<file path="config.mk">
export PLATFORM = sky130hd
export DESIGN_NAME = word_reshape_sum
export DESIGN_NICKNAME = d
export VERILOG_FILES = /design/src/rtl/wrs_pkg.sv /design/src/rtl/lane_permuter.sv /design/src/rtl/sum_accum.sv /design/src/rtl/stage_ctrl.sv /design/src/rtl/word_reshape_sum.sv
export SDC_FILE = /design/constraint.sdc
export NUM_CORES = 1
export LEC_CHECK = 0
export CAP_MARGIN = 10
export CORE_UTILIZATION = 41
export DETAILED_ROUTE_END_ITERATION = 8
export SLEW_MARGIN = 20
export SYNTH_ARGS = -nofsm -noshare
export SYNTH_HDL_FRONTEND = slang
export SYNTH_SLANG_ARGS = --single-unit
</file>
<file path="constraint.sdc">
create_clock -name clk -period 8.36 [get_ports clk]
set_input_delay 1.672 -clock clk [delete_from_list [all_inputs] [get_ports clk]]
set_output_delay 1.672 -clock clk [all_outputs]
set_load 0.01 [all_outputs]
</file>
<file path="src/rtl/wrs_pkg.sv">
package wrs_pkg;

    localparam int SUM_W = 32;

    localparam logic [31:0] CRC32_POLY = 32'h04C11DB7;
    localparam logic [15:0] CRC16_POLY = 16'h8005;
    localparam logic [15:0] CCITT_POLY = 16'h1021;

    typedef enum logic [1:0] {
        LANE_KEEP     = 2'd0,
        LANE_HALFBYTE = 2'd1,
        LANE_HALFSWAP = 2'd2,
        LANE_FULLREV  = 2'd3
    } lane_mode_e;

    typedef enum logic [2:0] {
        SUM_OFF   = 3'd0,
        SUM_CRC16 = 3'd1,
        SUM_CCITT = 3'd2,
        SUM_CRC32 = 3'd3,
        SUM_INET  = 3'd4
    } sum_kind_e;

    typedef enum logic {
        ST_IDLE = 1'b0,
        ST_BUSY = 1'b1
    } state_e;

    typedef struct packed {
        lane_mode_e lane;
        logic       bitrev;
        sum_kind_e  kind;
    } func_t;

    function automatic func_t decode_func(input logic [1:0] lane_f, input logic rev_f,
                                          input logic [1:0] en_f, input logic [2:0] kind_f);
        func_t f;
        f.lane   = lane_mode_e'(lane_f);
        f.bitrev = rev_f;
        f.kind   = SUM_OFF;
        if (en_f == 2'b11) begin
            case (kind_f)
                3'd1:    f.kind = SUM_CRC16;
                3'd2:    f.kind = SUM_CCITT;
                3'd3:    f.kind = SUM_CRC32;
                3'd4:    f.kind = SUM_INET;
                default: f.kind = SUM_OFF;
            endcase
        end
        return f;
    endfunction

    function automatic logic [31:0] crc32_step(input logic [31:0] acc, input logic [31:0] w);
        logic [31:0] c;
        c = acc;
        for (int i = 31; i >= 0; i--) begin
            if (c[31] ^ w[i]) c = (c << 1) ^ CRC32_POLY;
            else              c = c << 1;
        end
        return c;
    endfunction

    function automatic logic [15:0] crc16_step(input logic [15:0] acc, input logic [31:0] w,
                                               input logic [15:0] poly);
        logic [15:0] c;
        c = acc;
        for (int i = 31; i >= 0; i--) begin
            if (c[15] ^ w[i]) c = (c << 1) ^ poly;
            else              c = c << 1;
        end
        return c;
    endfunction

    function automatic logic [15:0] inet_step(input logic [15:0] acc, input logic [31:0] w);
        logic [17:0] s;
        logic [16:0] f;
        s = {2'b00, acc} + {2'b00, w[31:16]} + {2'b00, w[15:0]};
        f = {1'b0, s[15:0]} + {15'd0, s[17:16]};
        return f[15:0] + {15'd0, f[16]};
    endfunction

    function automatic logic [SUM_W-1:0] sum_seed(input sum_kind_e kind);
        case (kind)
            SUM_CCITT: return 32'h0000_FFFF;
            SUM_CRC32: return 32'hFFFF_FFFF;
            default:   return 32'h0000_0000;
        endcase
    endfunction

    function automatic logic [SUM_W-1:0] sum_next(input sum_kind_e kind,
                                                  input logic [SUM_W-1:0] acc,
                                                  input logic [31:0] w);
        case (kind)
            SUM_CRC16: return {16'd0, crc16_step(acc[15:0], w, CRC16_POLY)};
            SUM_CCITT: return {16'd0, crc16_step(acc[15:0], w, CCITT_POLY)};
            SUM_CRC32: return crc32_step(acc, w);
            SUM_INET:  return {16'd0, inet_step(acc[15:0], w)};
            default:   return acc;
        endcase
    endfunction

endpackage

</file>
<file path="src/rtl/lane_permuter.sv">
module lane_permuter
    import wrs_pkg::*;
#(
    parameter int LANES  = 4,
    parameter int BYTE_W = 8,
    localparam int WORD_W = LANES * BYTE_W,
    localparam int SEL_W  = $clog2(LANES)
) (
    input  lane_mode_e        mode,
    input  logic              bitrev,
    input  logic [WORD_W-1:0] din,
    output logic [WORD_W-1:0] dout
);

    logic [BYTE_W-1:0] lane_in [LANES];

    for (genvar k = 0; k < LANES; k++) begin : g_lane
        logic [SEL_W-1:0]  src;
        logic [BYTE_W-1:0] picked;

        assign lane_in[k] = din[k*BYTE_W +: BYTE_W];

        always_comb begin
            case (mode)
                LANE_KEEP:     src = SEL_W'(k);
                LANE_FULLREV:  src = SEL_W'(LANES - 1 - k);
                LANE_HALFSWAP: src = SEL_W'(k) ^ SEL_W'(LANES / 2);
                LANE_HALFBYTE: src = SEL_W'(k) ^ SEL_W'(1);
                default:       src = SEL_W'(k);
            endcase
        end

        assign picked = lane_in[src];

        for (genvar b = 0; b < BYTE_W; b++) begin : g_bit
            assign dout[k*BYTE_W + b] = bitrev ? picked[BYTE_W-1-b] : picked[b];
        end
    end

endmodule

</file>
<file path="src/rtl/sum_accum.sv">
module sum_accum
    import wrs_pkg::*;
(
    input  logic             clk,
    input  logic             rst_n,
    input  logic             accept,
    input  logic             open,
    input  logic             restart,
    input  sum_kind_e        kind,
    input  logic [31:0]      word,
    output logic [SUM_W-1:0] acc_q
);

    logic [SUM_W-1:0] base;
    logic [SUM_W-1:0] acc_d;

    always_comb begin
        base  = (open && restart) ? sum_seed(kind) : acc_q;
        acc_d = accept ? sum_next(kind, base, word) : acc_q;
    end

    always_ff @(posedge clk or negedge rst_n) begin
        if (!rst_n) acc_q <= '0;
        else        acc_q <= acc_d;
    end

    // without an accepted word the sum never moves
    assert_sum_hold_R5: assert property (@(posedge clk) disable iff (!rst_n)
        !accept |=> $stable(acc_q));

    // 16-bit kinds leave the upper half clear
    assert_sum_narrow_R3: assert property (@(posedge clk) disable iff (!rst_n)
        (accept && (kind == SUM_CRC16 || kind == SUM_CCITT || kind == SUM_INET))
        |=> (acc_q[31:16] == 16'd0));

endmodule

</file>
<file path="src/rtl/stage_ctrl.sv">
module stage_ctrl
    import wrs_pkg::*;
(
    input  logic        clk,
    input  logic        rst_n,
    input  logic        accept,
    input  logic        in_last,
    input  logic [1:0]  lane_f,
    input  logic        rev_f,
    input  logic [1:0]  en_f,
    input  logic [2:0]  kind_f,
    input  logic        restart_in,
    output func_t       func_eff,
    output logic        restart_eff,
    output logic        open
);

    state_e state_q, state_d;
    func_t  func_q;
    func_t  func_cfg;

    assign func_cfg = decode_func(lane_f, rev_f, en_f, kind_f);

    // next-state logic
    always_comb begin
        state_d = state_q;
        unique case (state_q)
            ST_IDLE: if (accept && !in_last) state_d = ST_BUSY;   // open
            ST_BUSY: if (accept && in_last)  state_d = ST_IDLE;   // close
            default: state_d = ST_IDLE;
        endcase
    end

    // state register, function latch on the opening word
    always_ff @(posedge clk or negedge rst_n) begin
        if (!rst_n) begin
            state_q <= ST_IDLE;
            func_q  <= '0;
        end else begin
            state_q <= state_d;
            if (state_q == ST_IDLE && accept) func_q <= func_cfg;
        end
    end

    // outputs
    always_comb begin
        open        = 1'b0;
        func_eff    = func_q;
        restart_eff = 1'b0;
        unique case (state_q)
            ST_IDLE: begin
                open        = 1'b1;
                func_eff    = func_cfg;
                restart_eff = restart_in;
            end
            ST_BUSY: begin
                open        = 1'b0;
                func_eff    = func_q;
                restart_eff = 1'b0;
            end
            default: ;
        endcase
    end

    // the latched function cannot change while a transfer is open
    assert_func_frozen_R9: assert property (@(posedge clk) disable iff (!rst_n)
        (state_q == ST_BUSY) |=> $stable(func_q));

    // a word carrying the last flag always leaves the stage idle
    assert_close_idle_R9: assert property (@(posedge clk) disable iff (!rst_n)
        (accept && in_last) |=> (state_q == ST_IDLE));

endmodule

</file>
<file path="src/rtl/word_reshape_sum.sv">
module word_reshape_sum
    import wrs_pkg::*;
#(
    parameter int LANES  = 4,
    parameter int BYTE_W = 8,
    localparam int WORD_W = LANES * BYTE_W
) (
    input  logic              clk,
    input  logic              rst_n,
    input  logic [31:0]       cfg_func,
    input  logic              cfg_restart,
    input  logic              in_valid,
    output logic              in_ready,
    input  logic [WORD_W-1:0] in_data,
    input  logic              in_last,
    output logic              out_valid,
    input  logic              out_ready,
    output logic [WORD_W-1:0] out_data,
    output logic              out_last,
    output logic [SUM_W-1:0]  csum_out
);

    logic              accept;
    logic              open;
    logic              restart_eff;
    func_t             func_eff;
    logic [WORD_W-1:0] shaped;
    logic              unused_cfg;

    assign unused_cfg = ^{cfg_func[29:23], cfg_func[18], cfg_func[15:0]};

    assign in_ready = !out_valid || out_ready;
    assign accept   = in_valid && in_ready;

    stage_ctrl u_ctrl (
        .clk         (clk),
        .rst_n       (rst_n),
        .accept      (accept),
        .in_last     (in_last),
        .lane_f      (cfg_func[17:16]),
        .rev_f       (cfg_func[19]),
        .en_f        (cfg_func[31:30]),
        .kind_f      (cfg_func[22:20]),
        .restart_in  (cfg_restart),
        .func_eff    (func_eff),
        .restart_eff (restart_eff),
        .open        (open)
    );

    lane_permuter #(.LANES(LANES), .BYTE_W(BYTE_W)) u_perm (
        .mode   (func_eff.lane),
        .bitrev (func_eff.bitrev),
        .din    (in_data),
        .dout   (shaped)
    );

    sum_accum u_sum (
        .clk     (clk),
        .rst_n   (rst_n),
        .accept  (accept),
        .open    (open),
        .restart (restart_eff),
        .kind    (func_eff.kind),
        .word    (shaped),
        .acc_q   (csum_out)
    );

    always_ff @(posedge clk or negedge rst_n) begin
        if (!rst_n) begin
            out_valid <= 1'b0;
            out_data  <= '0;
            out_last  <= 1'b0;
        end else if (in_ready) begin
            out_valid <= in_valid;
            if (in_valid) begin
                out_data <= shaped;
                out_last <= in_last;
            end
        end
    end

    // a stalled word is held unchanged
    assert_hold_R8: assert property (@(posedge clk) disable iff (!rst_n)
        (out_valid && !out_ready) |=> (out_valid && $stable(out_data) && $stable(out_last)));

    // an accepted word is presented on the next cycle
    assert_fill_R8: assert property (@(posedge clk) disable iff (!rst_n)
        accept |=> out_valid);

endmodule

</file>
==> results of run 1 <==
-- final timing paths --
check                                        start                          end  slack [ns]  cells past startpoint
max reg2reg                               register  u_sum.acc_q[12]$_DFFE_PN0P_        0.42                     44
min                        out_data[6]$_DFFE_PN0P_      out_data[6]$_DFFE_PN0P_        0.48                      2
max in group asynchronous                    rst_n   u_sum.acc_q[1]$_DFFE_PN0P_        6.41                      2
min reg2reg                out_data[6]$_DFFE_PN0P_      out_data[6]$_DFFE_PN0P_        0.48                      2
max                                   cfg_func[17]  u_sum.acc_q[12]$_DFFE_PN0P_       -0.34                     45
min in group asynchronous                    rst_n         out_last$_DFFE_PN0P_        1.34                      1
-- placed cells by master, fill, tap and decap left out, types with 31 or more instances in the layout --
| cell | count |
|---|---|
| nand2_1 | 74 |
| buf_4 | 250 |
| a21oi_1 | 51 |
| inv_1 | 70 |
| xor2_1 | 76 |
| xnor2_1 | 348 |
| ha_1 | 31 |
| o21ai_0 | 42 |
| dfrtp_1 | 73 |
| clkdlybuf4s50_1 | 104 |
| nor2_1 | 42 |
-- kinds of logic after synthesis --
kind of cell | Yosys count | share of synthesized area (%)
xor gates and xnor gates | 477 | 43.0
AOI/OAI and AO/OA | 218 | 12.5
and+or+nand+nor | 174 | 6.98
buffers and inverters | 119 | 4.54
muxes | 77 | 11.5
DFF | 73 | 16.9
adders and majority gates | 39 | 4.71
-- registers in the layout (all words and copies together) (netlist names), named ones only --
register       cells
out_data          32
out_last           1
out_valid          1
u_ctrl.func_q      6
u_sum.acc_q       32
-- critical path: cells and delay by family --
| family | cells | cell delay (ns) |
|---|---|---|
| AND/OR/NAND/NOR | 14 | 2.12 |
| buffers and inverters | 4 | 0.41 |
| adder cells (fa/ha/maj) | 5 | 1.20 |
| multiplexers | 3 | 0.90 |
| AO/OA/AOI/OAI | 17 | 2.41 |
| XOR/XNOR | 2 | 0.25 |
-- per-layer routing --
layer	wire (um)	GRT usage, %	part of all wire [%]	up-vias
li1	-	-	-	4648
met1	17400	40.5	45	4591
met2	17400	45.3	45	371
met3	2770	5.02	7.2	55
met4	993	7.63	2.6	0
met5	0	0	0	-
-- metrics by stage --
stage / instances / hold slack, ns
floorplan: 1177 / 0.450
global placement: 1804 / 0.464
detailed placement: 1804 / 0.469
CTS: 1841 / 0.485
global route: 1853 / 0.498
finish: 1853 / 0.479
-- final cells by class --
type / instances / share of cell area [%]
Clock buffer: 9 / 1.50
Sequential cell: 73 / 12.2
Multi-Input combinational cell: 985 / 60.0
Inverter: 74 / 1.85
Tap cell: 335 / 2.80
Timing Repair Buffer: 370 / 20.9
Clock inverter: 7 / 0.834
-- repair_timing --
action / CTS / global route
gates resized for setup: 48 / 53
endpoints found under the hold margin: 0 / 0
pin swaps: 64 / 69
endpoints found under the setup margin: 16 / 16
buffers inserted: 23 / 11
==> results.yml, run 1 <==
timing:
  rsz0062_at_grt: "yes"
  slew_violations: 0
  hold_viol: 0
  worst_slack_ns: -0.339
  fin_crit_sh_pct: 104
  finalCriticalPeriod_ns: 8.70
  tightest_slew_ns: 1.18
  max_slew_margin_pct: 21.0
  setup_viol: 11
  fmax_ghz: 0.115
  finClkSkew_ns: 0.0130
  setup_tns_ns: -1.94
cts:
  tritoncts: "yes"
  ctsRootBufferMaster: "clkbuf_16"
  htreeDepth: 3
  clk_pin_slew_worst_paths_ns: 0.06
  cts_num_sinks: 73
  clockBufferDepth: 2
  hold_buffers: 0
  clkLatencyLatePin_ns: 0.35
  cts_buffers: 9
global_routing:
  grt_first_pass_wirelength_um: 57200
  grt_overflow: 0
  grt_usage_pct: 28.8
  grt_max_degree: 81
  first_global_vias: 9523
  antenna_found_initial: 0
logic_synthesis:
  syn-num-nets: 1286
  ys_warn_count: 0
  syn_inst: 1177
  syn_avg_cell_area_um2: 9.21
  yosys_most_used_dff: "dfrtp_1"
  synth-seq-cells: 73
  synth_top_area_cell: "xnor2_1"
  synth_commonest_cells: "356 x xnor2_1, 78 x nand2_1, 76 x xor2_1"
  postSynth.asyncResetShare_pct: 100
  yosysMostFrequentCell: "xnor2_1"
  synth_top_area_share_pct: 28.8
  synth-edff-count: 0
  synth.area.top_cells: "xnor2_1 29%, dfrtp_1 17%, mux4_2 6.2%"
  ys_seq_area_share_pct: 16.9
  synth_cell_types: 56
  synth_area_mm2: 0.0108
floorplan:
  die_h_um: 165
  die_width_um: 165
  core-area_mm2: 0.0260
  num_io_pins: 137
  die_area_mm2: 0.0271
  std_cell_rows: 59
  start_util_pct: 41.7
final_layout:
  n_fill_cell: 2310
  final_util_pct: 57.7
  final_area_mm2: 0.0150
  nets: 1622
  area_growth_pct: 38.3
  drive_above_1_share_pct: 29.5
  num_antenna_cells: 0
  area.sequential_mm2: 0.00183
  multi_input_area_mm2: 0.00899
critical_path:
  crit_top_cell: "a21oi_2"
  cp_max_fo: 4
  max_stage_delay_ns: 0.54
  critPathSlowestCell: "mux4_2"
  worstPathRequired_ns: 8.63
  critPathKind: "input pin to register"
  endpoint_kind: "register"
  cp-start-kind: "input pin"
  crit_arrival_ns: 8.97
min_path:
  hp-class: "register to register"
status:
  violations: "setup timing"
  status: "complete, but fails checks"
place:
  gp_congestion: 0.936
  dpl_cell_area_mm2: 0.0140
  dp_hpwl_um: 32200
  io_buffers: 112
  pre_cts_slack_ns: -1.44
detailed_routing:
  vias: 9665
  vias_per_cell: 5.22
  drt_wl_total_um: 38500
  drc_errors: 0
  first_pass_iters: 7
  ant_nets: 0
  wl_per_cell_um: 20.8
  drt_iter0_markers: 719
job:
  cap_violations: 0
Power of run 1 is not shown: default switching activity piles up to over one toggle a cycle in this logic, so the estimate is an artifact.
==> run 2, diff against run 1 <==
--- a/config.mk
+++ b/config.mk
@@ -8,6 +8,7 @@
 export CAP_MARGIN = 10
 export CORE_UTILIZATION = 41
 export DETAILED_ROUTE_END_ITERATION = 8
+export DONT_BUFFER_PORTS = 1
 export SLEW_MARGIN = 20
 export SYNTH_ARGS = -nofsm -noshare
 export SYNTH_HDL_FRONTEND = slang
==> run 2 against run 1 <==
Compared with the run above: the flow still finishes with violations (setup timing); non-clock buffer count is 192 lower; first-iteration DRC count is 15% lower; critical path depth is 3 lower; clock skew is 0.0037 ns higher; die area stayed put; clock-buffer cell count stayed put; cell area is 12% lower; critical endpoint is now u_sum.acc_q[8]$_DFFE_PN0P_; highest routed layer unchanged.
==> results.yml, run 2 (synthesis gave the netlist of run 1 again) <==
status:
  status: "complete, but fails checks"
  violations: "setup timing"
final_layout:
  area_growth_pct: 21.1
  num_antenna_cells: 0
  final_common_cell: "xnor2_1"
  drive_above_1_share_pct: 25.6
  largest_registers: "out_data: 32 flops, u_sum.acc_q: 32 flops, u_ctrl.func_q: 6 flops"
  nets: 1430
  most-common-layout-cells: "351 x xnor2_1, 171 x buf_4, 76 x xor2_1"
cts:
  cts_num_sinks: 73
  htreeDepth: 3
  clk_pin_slew_worst_paths_ns: 0.08
  tritoncts: "yes"
  ctsRootBufferMaster: "clkbuf_16"
  clkLatencyLatePin_ns: 0.37
  hold_buffers: 0
  cts_buffers: 9
  clockBufferDepth: 2
critical_path:
  critPathSlowestCell: "mux4_2"
  cp_max_fo: 5
  max_stage_delay_ns: 0.53
  crit_start: "cfg_func[17]"
  critPathKind: "input pin to register"
  endpoint_kind: "register"
  path_buf_inv: 4
  cp-start-kind: "input pin"
  critical-path-top-delay-family: "compound AO/OA/AOI/OAI gates"
  crit_top_cell: "a21oi_2"
  worstPathRequired_ns: 8.61
  crit_arrival_ns: 8.78
detailed_routing:
  vias: 8935
  wl_per_cell_um: 21.5
  drc_errors: 0
  drt_iter0_markers: 611
  drt_wl_total_um: 35700
  ant_nets: 0
  first_pass_iters: 5
  vias_per_cell: 5.38
timing:
  fmax_ghz: 0.117
  finalCriticalPeriod_ns: 8.53
  finClkSkew_ns: 0.0166
  setup_viol: 5
  hold_viol: 0
  fin_crit_sh_pct: 102
  setup_tns_ns: -0.519
  tightest_slew_ns: 1.16
  holdWs_ns: 0.484
  slew_violations: 0
  rsz0062_at_grt: "yes"
  worst_slack_ns: -0.172
  max_slew_margin_pct: 22.2
min_path:
  hp-class: "register to register"
  hp-start: "u_ctrl.func_q[1]$_DFFE_PN0P_"
floorplan:
  num_io_pins: 137
  start_util_pct: 41.7
  std_cell_rows: 59
  die_area_mm2: 0.0271
  die_h_um: 165
  die_width_um: 165
  core-area_mm2: 0.0260
global_routing:
  grt_overflow: 0
  grt_max_degree: 81
  first_global_vias: 8927
  antenna_found_initial: 0
  grt_first_pass_wirelength_um: 53400
  grt_usage_pct: 27.1
place:
  gp_congestion: 0.960
  dp_hpwl_um: 30200
  io_buffers: 0
job:
  cap_violations: 0
[run 2: changes by cell type in the layout (fill, tap and decap cells not counted), moves of 4 or more]
cell / delta
buf_4: -79
clkdlybuf4s50_1: -104
dlymetal6s2s_1: -4
nor2_1: +5
nor2_2: -4
o21ai_1: +5
[run 2: layer usage]
metal	global-route usage, %	vias up	wire [um]
met4	12.1	0	1600
met2	40.8	353	15200
met3	7.16	75	3480
li1	-	4248	-
met5	0	-	0
met1	36.2	4259	15400
[run 2: worst reg2reg max path, delay by kind of cell, from the launching register on]
family,cells,cell delay [ns]
buffers and inverters,4,0.54
multiplexers,3,1.00
AO/OA/AOI/OAI,20,2.93
AND/OR/NAND/NOR,7,1.22
XOR/XNOR,2,0.25
adder cells (fa/ha/maj),6,1.35
flip-flops,1,0.44
[run 2: worst paths after layout]
check                                                to  cells after the start  slack, ns
max                          u_sum.acc_q[8]$_DFFE_PN0P_                     42      -0.17
min                        u_ctrl.func_q[1]$_DFFE_PN0P_                      2       0.48
max reg2reg                  u_sum.acc_q[8]$_DFFE_PN0P_                     42       0.52
min reg2reg                u_ctrl.func_q[1]$_DFFE_PN0P_                      2       0.48
max in group asynchronous   u_sum.acc_q[18]$_DFFE_PN0P_                      0       7.22
min in group asynchronous  u_ctrl.func_q[1]$_DFFE_PN0P_                      0       0.99
[run 2: repair_timing]
item,CTS,global route
hold endpoints to repair,0,0
setup endpoints to repair,13,14
pin swaps,26,21
gates resized for setup,28,30
buffers inserted,12,4
[run 2: per-stage QoR]
step	setup slack, ns	util [%]	instance area (um2)	cells
2_1_floorplan	-0.363	-	11000	1177
3_3_place_gp	-0.861	47.9	12400	1630
3_5_place_dp	-0.948	47.9	12400	1630
4_1_cts	-0.216	49.9	13000	1657
5_1_grt	-0.622	50.5	13100	1660
6_report	-0.172	50.5	13100	1660
[run 2: final cells by class]
class,count,area (um2)
timing repair buffer,178,1390
tap,335,419
clock buffer,9,225
fill,2476,12900
clock inverter,6,116
sequential,73,1830
multi-input combinational,985,8870
inverter,74,278
Power of run 2 is left out for the same reason.
